`src/rtl/accbank_pkg.sv`:
```
package accbank_pkg;
  localparam int ACC_W = 32;

  typedef struct packed {
    logic wrEn;
    logic wrAcc;
    logic fillSel;
    logic rdEn;
    logic rdLast;
    logic biasLoad;
  } bankStrobes_t;
endpackage

```
`src/rtl/accbank_act.sv`:
```
module accbank_act
  import accbank_pkg::*;
(
  input  logic [ACC_W-1:0] sumIn,
  input  logic [ACC_W-1:0] biasIn,
  output logic [ACC_W-1:0] actOut
);
  localparam logic signed [ACC_W:0] POS_MAX = {2'b00, {(ACC_W-1){1'b1}}};

  logic signed [ACC_W:0] wide;

  always_comb begin
    wide = $signed({sumIn[ACC_W-1], sumIn}) + $signed({biasIn[ACC_W-1], biasIn});
    if (wide > POS_MAX) actOut = POS_MAX[ACC_W-1:0];
    else if (wide[ACC_W]) actOut = '0;
    else actOut = wide[ACC_W-1:0];
  end
endmodule

```
`src/rtl/accbank_ctrl.sv`:
```
module accbank_ctrl
  import accbank_pkg::*;
#(
  parameter int HALF_ROWS = 8,
  parameter int ROW_W = $clog2(HALF_ROWS)
) (
  input  logic             clk,
  input  logic             rstN,
  input  logic             inValid,
  input  logic             inAcc,
  input  logic             fillDone,
  output logic             inReady,
  output logic [ROW_W-1:0] rdRow,
  output bankStrobes_t     strb
);
  localparam logic [ROW_W-1:0] LAST_ROW = ROW_W'(HALF_ROWS - 1);

  logic             pendingSwap;
  logic             drainBusy;
  logic             fillSel;
  logic [ROW_W-1:0] drainRow;
  logic             swapNow;

  assign swapNow = pendingSwap && !drainBusy;
  assign inReady = !pendingSwap;
  assign rdRow   = drainRow;

  always_ff @(posedge clk) begin
    if (!rstN) begin
      pendingSwap <= 1'b0;
      drainBusy   <= 1'b0;
      fillSel     <= 1'b0;
      drainRow    <= '0;
    end else begin
      if (swapNow) pendingSwap <= 1'b0;
      else if (fillDone && inReady) pendingSwap <= 1'b1;

      if (swapNow) begin
        drainBusy <= 1'b1;
        drainRow  <= '0;
        fillSel   <= ~fillSel;
      end else if (drainBusy) begin
        if (drainRow == LAST_ROW) drainBusy <= 1'b0;
        else drainRow <= drainRow + ROW_W'(1);
      end
    end
  end

  always_comb begin
    strb.wrEn     = inValid && inReady;
    strb.wrAcc    = inAcc;
    strb.fillSel  = fillSel;
    strb.rdEn     = drainBusy;
    strb.rdLast   = drainBusy && (drainRow == LAST_ROW);
    strb.biasLoad = swapNow;
  end

  AST_STALL_WHILE_DRAINING: assert property (@(posedge clk) disable iff (!rstN)
    (pendingSwap && drainBusy) |=> !inReady);
  AST_SWAP_ONLY_IDLE: assert property (@(posedge clk) disable iff (!rstN)
    !$stable(fillSel) |-> !$past(drainBusy));
  AST_DRAIN_ASCENDING: assert property (@(posedge clk) disable iff (!rstN)
    (drainBusy && $past(drainBusy) && !$past(strb.rdLast)) |-> drainRow == $past(drainRow) + ROW_W'(1));
  AST_DRAIN_STARTS_ZERO: assert property (@(posedge clk) disable iff (!rstN)
    $rose(drainBusy) |-> drainRow == '0);
endmodule

```
`src/rtl/accbank_dp.sv`:
```
module accbank_dp
  import accbank_pkg::*;
#(
  parameter int COLS = 4,
  parameter int HALF_ROWS = 8,
  parameter int ROW_W = $clog2(HALF_ROWS)
) (
  input  logic                   clk,
  input  logic                   rstN,
  input  bankStrobes_t           strb,
  input  logic [ROW_W-1:0]       wrRow,
  input  logic [ROW_W-1:0]       rdRow,
  input  logic [COLS*ACC_W-1:0]  inData,
  input  logic [COLS*ACC_W-1:0]  biasIn,
  output logic                   outValid,
  output logic [ROW_W-1:0]       outAddr,
  output logic [COLS*ACC_W-1:0]  outData,
  output logic                   outLast
);
  logic [ACC_W-1:0] mem     [2][HALF_ROWS][COLS];
  logic [ACC_W-1:0] biasReg [COLS];
  logic [ACC_W-1:0] wrVal   [COLS];
  logic [ACC_W-1:0] rdVal   [COLS];
  logic [ACC_W-1:0] actVal  [COLS];
  logic             drainSel;

  assign drainSel = ~strb.fillSel;

  always_comb begin
    for (int c = 0; c < COLS; c++) begin
      wrVal[c] = strb.wrAcc ? mem[strb.fillSel][wrRow][c] + inData[c*ACC_W +: ACC_W]
                            : inData[c*ACC_W +: ACC_W];
      rdVal[c] = mem[drainSel][rdRow][c];
    end
  end

  always_ff @(posedge clk) begin
    if (!rstN) begin
      for (int h = 0; h < 2; h++)
        for (int r = 0; r < HALF_ROWS; r++)
          for (int c = 0; c < COLS; c++)
            mem[h][r][c] <= '0;
    end else if (strb.wrEn) begin
      for (int c = 0; c < COLS; c++)
        mem[strb.fillSel][wrRow][c] <= wrVal[c];
    end
  end

  always_ff @(posedge clk) begin
    if (!rstN) begin
      for (int c = 0; c < COLS; c++) biasReg[c] <= '0;
    end else if (strb.biasLoad) begin
      for (int c = 0; c < COLS; c++) biasReg[c] <= biasIn[c*ACC_W +: ACC_W];
    end
  end

  for (genvar g = 0; g < COLS; g++) begin : gCol
    accbank_act u_act (
      .sumIn (rdVal[g]),
      .biasIn(biasReg[g]),
      .actOut(actVal[g])
    );

    AST_RELU_NONNEG: assert property (@(posedge clk) disable iff (!rstN)
      outValid |-> !outData[g*ACC_W + ACC_W - 1]);
  end

  always_ff @(posedge clk) begin
    if (!rstN) begin
      outValid <= 1'b0;
      outLast  <= 1'b0;
      outAddr  <= '0;
      outData  <= '0;
    end else begin
      outValid <= strb.rdEn;
      outLast  <= strb.rdLast;
      outAddr  <= rdRow;
      for (int c = 0; c < COLS; c++) outData[c*ACC_W +: ACC_W] <= actVal[c];
    end
  end

  AST_LAST_NEEDS_VALID: assert property (@(posedge clk) disable iff (!rstN)
    outLast |-> outValid);
  AST_NEXT_ROW_AFTER_VALID: assert property (@(posedge clk) disable iff (!rstN)
    (outValid && $past(outValid) && !$past(outLast)) |-> outAddr == $past(outAddr) + ROW_W'(1));
endmodule

```
`src/rtl/result_acc_bank.sv`:
```
module result_acc_bank
  import accbank_pkg::*;
#(
  parameter int COLS = 4,
  parameter int ROWS = 16,
  localparam int HALF_ROWS = ROWS / 2,
  localparam int ROW_W = $clog2(HALF_ROWS)
) (
  input  logic                  clk,
  input  logic                  rstN,
  input  logic                  inValid,
  output logic                  inReady,
  input  logic [ROW_W-1:0]      inRow,
  input  logic                  inAcc,
  input  logic [COLS*ACC_W-1:0] inData,
  input  logic                  fillDone,
  input  logic [COLS*ACC_W-1:0] biasIn,
  output logic                  outValid,
  output logic [ROW_W-1:0]      outAddr,
  output logic [COLS*ACC_W-1:0] outData,
  output logic                  outLast
);
  bankStrobes_t     strb;
  logic [ROW_W-1:0] rdRow;

  accbank_ctrl #(.HALF_ROWS(HALF_ROWS), .ROW_W(ROW_W)) u_ctrl (
    .clk     (clk),
    .rstN    (rstN),
    .inValid (inValid),
    .inAcc   (inAcc),
    .fillDone(fillDone),
    .inReady (inReady),
    .rdRow   (rdRow),
    .strb    (strb)
  );

  accbank_dp #(.COLS(COLS), .HALF_ROWS(HALF_ROWS), .ROW_W(ROW_W)) u_dp (
    .clk     (clk),
    .rstN    (rstN),
    .strb    (strb),
    .wrRow   (inRow),
    .rdRow   (rdRow),
    .inData  (inData),
    .biasIn  (biasIn),
    .outValid(outValid),
    .outAddr (outAddr),
    .outData (outData),
    .outLast (outLast)
  );

  AST_IGNORE_WHEN_STALLED: assert property (@(posedge clk) disable iff (!rstN)
    !inReady |-> !strb.wrEn);
endmodule

```
`config.mk`:
```
export PLATFORM = sky130hd
export DESIGN_NAME = result_acc_bank
export DESIGN_NICKNAME = d
export VERILOG_FILES = /design/src/rtl/accbank_pkg.sv /design/src/rtl/accbank_act.sv /design/src/rtl/accbank_ctrl.sv /design/src/rtl/accbank_dp.sv /design/src/rtl/result_acc_bank.sv
export SDC_FILE = /design/constraint.sdc
export NUM_CORES = 2
export LEC_CHECK = 0
export BUFFER_PORTS_ARGS = -buffer_cell sky130_fd_sc_hd__buf_2
export CAP_MARGIN = 0
export CORE_ASPECT_RATIO = 0.7
export CORE_MARGIN = 8
export CORE_UTILIZATION = 42
export CTS_BUF_LIST = sky130_fd_sc_hd__clkbuf_8
export CTS_CLUSTER_SIZE = 12
export DETAILED_ROUTE_END_ITERATION = 10
export HOLD_SLACK_MARGIN = 0.08
export PLACE_DENSITY = 0.58
export SYNTH_ARGS = -nofsm -noshare
export SYNTH_HDL_FRONTEND = slang
export SYNTH_HIERARCHICAL = 1
export SYNTH_SLANG_ARGS = --single-unit
export TNS_END_PERCENT = 1
```
`constraint.sdc`:
```
create_clock -name clk -period 11.5 [get_ports clk]
set_clock_uncertainty 0.05 [all_clocks]
set_input_delay 0.575 -clock clk [delete_from_list [all_inputs] [get_ports clk]]
set_output_delay 0.575 -clock clk [all_outputs]
set_load 0.01 [all_outputs]
```
==> flow_summary.toml <==
[route]
routed_wl_mm = 519
via_per_inst = 6.77
drc_errors = 0
drt-pass1-iter-count = 6
antenna_left = 0
vias = 95018
wl_per_cell_microns = 37.0
drtIter0Drc = 15090

[final_layout]
fin_area_sq_um = 144000
final_cells = 14025
area_growth_pct = 12.6
drive_gt1_share_pct = 25.8
seqCellArea_sq_um = 68100
num-nets-final = 10201
multi_input_area_sq_um = 56700
n_fill_cell = 26526
post-route-util_pct = 47.5

[placed_design]
gp_congestion = 0.963
port_buffers = 397
placed_cell_area_sq_um = 135000
dp_hpwl_mm = 323
dpl.cell_count = 13084
post-place-ws_ns = 3.69

[clock_network]
clkTransAtPathRegs_ns = 0.07
ctsRootBufferMaster = "clkbuf_8"
h-tree-depth = 5
cts_buffer_depth = 4
cts_buffers = 382
cts_sinks = 2315
ctsHoldBuffers = 222
postCtsSetupBuffers = 0
cts_resized = 0
cts_tree = "built"
clk_latency_ns = 1.09

[synthesis]
synth.avg_cell_area_sq_um = 13.9
synth_area_sq_um = 128000
ys_async_sr_fraction_pct = 0
seq_area_frac_synth_pct = 53.2
yosysWarnings = 6
synth_cell_types = 105
syn_inst = 9229
synth_edf_count = 2176
synth_seq_cells = 2315
synth-main-ff-cell = "edfxtp_1"
syn_nets = 9755

[run_status]
outcome = "finished, violations left"
violations = "capacitance limit, slew limit"

[power_and_ir_drop]
p_leak_nw = 52.9
vdd_drop_max_v = 0.000112
p_sw_mw = 7.55
seqPwrFrac_pct = 44.0
pwr-share-clk_pct = 31.1
sw_frac_of_total_pct = 32.6
power_density_nw_per_um2 = 161
pwr-share-comb_pct = 24.9
p_int_mw = 15.6

[floorplan]
dieArea_sq_um = 323000
coreArea_sq_um = 303000
initial_core_util_pct = 42.2
ioPinCount = 398
die_w_microns = 676
num_rows = 169
dieHeight_microns = 478

[timing]
setup-violations-final = 0
fin_ws_ns = 3.82
fin_crit_sh_pct = 66.8
period_minus_slack_ns = 7.68
fmax_mhz = 130
slew_headroom_pct = -0.702
rsz0062_at_grt = "no"
finalHoldViolCount = 0
worst_pin_slew_ns = 1.50
maxSlewViolCount = 1

[global_routing]
track_usage_pct = 31.2
grt_pass1_vias = 91655
grt_pass1_wl_mm = 716
antenna_found_initial = 69
grt_max_degree = 130
gr-total-overflow = 0

[worst_setup_path]
critical_path_peak_fanout = 68
reg2reg_slack_ns = 3.82
worst-setup-path-type = "reg -> reg"
endpoint_kind = "flop"
start_kind = "flop"
critPathRequiredTime_ns = 12.19
crit_arrival_ns = 8.38

[min_path]
hp-class = "in -> reg"

[run]
drv_cap = 1
placed cells by master, fill, tap and decap left out, types with 16 or more instances in the layout:
master / instances
dlygate4sd3_1: 223
nor2_1: 1319
clkinv_2: 56
clkinv_1: 78
nand4_1: 31
and3_1: 157
o21a_1: 33
ha_1: 254
a21o_1: 124
o21ai_1: 104
nand3_1: 58
edfxtp_1: 2176
o31ai_1: 29
o21bai_1: 30
o22ai_1: 58
o211ai_1: 35
mux4_2: 1252
xnor2_1: 114
a21oi_1: 892
o2111ai_1: 17
and2_1: 161
buf_4: 225
diode_2: 21
a211oi_1: 59
o21ai_0: 216
a221o_1: 16
mux2i_1: 125
or3_1: 19
xor2_1: 91
a31oi_1: 69
nand2_1: 232
dfxtp_1: 135
nor2b_1: 32
inv_1: 217
buf_2: 392
nand2b_1: 61
buf_12: 29
mux2_2: 21
clkbuf_8: 400
nor3_1: 87
worst max-delay path, cell delays in order, from the launching register on:
cell	delay, ns
dfxtp_4	0.74
buf_4	0.92
mux4_2	0.44
mux4_2	0.58
ha_1	0.33
a211oi_1	0.32
o311a_1	0.28
a2bb2oi_1	1.08
nand2_1	0.50
a21boi_1	0.52
o2111ai_1	0.18
o311a_1	0.18
xor2_1	0.96
a21oi_1	0.19
flip-flops by register name (all words and copies together) (netlist names):
signal              flops
u_ctrl/drainBusy        1
u_ctrl/fillSel          1
u_ctrl/pendingSwap      1
u_ctrl/rdRow            3
u_dp/biasReg          128
u_dp/mem             2048
u_dp/outAddr            3
u_dp/outData          128
u_dp/outLast            1
u_dp/outValid           1
layout make-up:
class | instances | share of cell area (%)
Antenna cell | 21 | 0.0365
Clock buffer | 399 | 3.81
Clock inverter | 296 | 1.19
Inverter | 107 | 0.280
Multi-Input combinational cell | 5994 | 39.3
Sequential cell | 2315 | 47.3
Tap cell | 4018 | 3.49
Timing Repair Buffer | 875 | 4.55
power groups by stage:
stage | clock network (mW) | registers [mW] | logic (mW)
finish | 7.21 | 10.2 | 5.78
global route | 7.63 | 10.2 | 6.09
detailed placement | 0 | 10.4 | 5.57
global placement | 0 | 10.3 | 5.52
CTS | 7.30 | 10.2 | 5.67
floorplan | 0 | 10.4 | 3.56
cell usage after synthesis, types with 63 or more instances:
library cell	n	area (sq um)
a211oi_1	63	473
a21o_1	124	931
a21oi_1	894	4470
a31oi_1	69	432
and2_1	162	1010
and3_1	157	982
buf_1	100	375
clkbuf_1	646	2420
dfxtp_1	139	2780
edfxtp_1	2176	65300
ha_1	254	3180
inv_1	85	319
mux2i_1	127	1270
mux4_2	1252	28200
nand2_1	251	942
nand2b_1	64	400
nor2_1	1330	4990
nor3_1	90	450
o21ai_0	224	1120
o21ai_1	103	515
xnor2_1	116	1020
xor2_1	91	797
final timing paths:
kind                                  startpoint  cells after the start                to
worst min-delay path                 inData[126]                      4  u_dp/mem[0][286]
worst max register to register    u_ctrl/fillSel                     13  u_dp/mem[1][991]
worst min register to register  u_ctrl/drainBusy                      1     u_dp/outValid
worst max-delay path              u_ctrl/fillSel                     13  u_dp/mem[1][991]
cell families (layout without fill, tap and decap cells):
family          after synthesis  count (layout)  share of synthesized area (%)
buf+inv                     920            1677                           2.82
other cells                   4              25                         0.0117
simple gates               2273            2273                           7.98
mux                        1400            1400                           23.2
xor+xnor                    209             209                           1.45
flops                      2315            2315                           53.2
compound gates             1846            1846                           8.69
fa+ha+maj                   262             262                           2.61
per-layer routing:
layer | GRT usage (%) | up-vias | wire, microns
li1 | - | 37435 | -
met5 | 0 | - | 344
met4 | 13.8 | 50 | 28000
met3 | 11.4 | 1406 | 78300
met2 | 44.1 | 7567 | 216000
met1 | 42.9 | 48560 | 196000
through the flow:
| step | hold WS [ns] | total power, mW | TNS [ns] |
|---|---|---|---|
| floorplan | 0.412 | 13.9 | -564.11 |
| global placement | 0.566 | 15.8 | 0 |
| detailed placement | 0.579 | 15.9 | 0 |
| CTS | 0.0858 | 23.1 | 0 |
| global route | 0.127 | 24.0 | 0 |
| finish | 0.149 | 23.2 | 0 |
No activity file was read; power rests on OpenSTA's default activity.
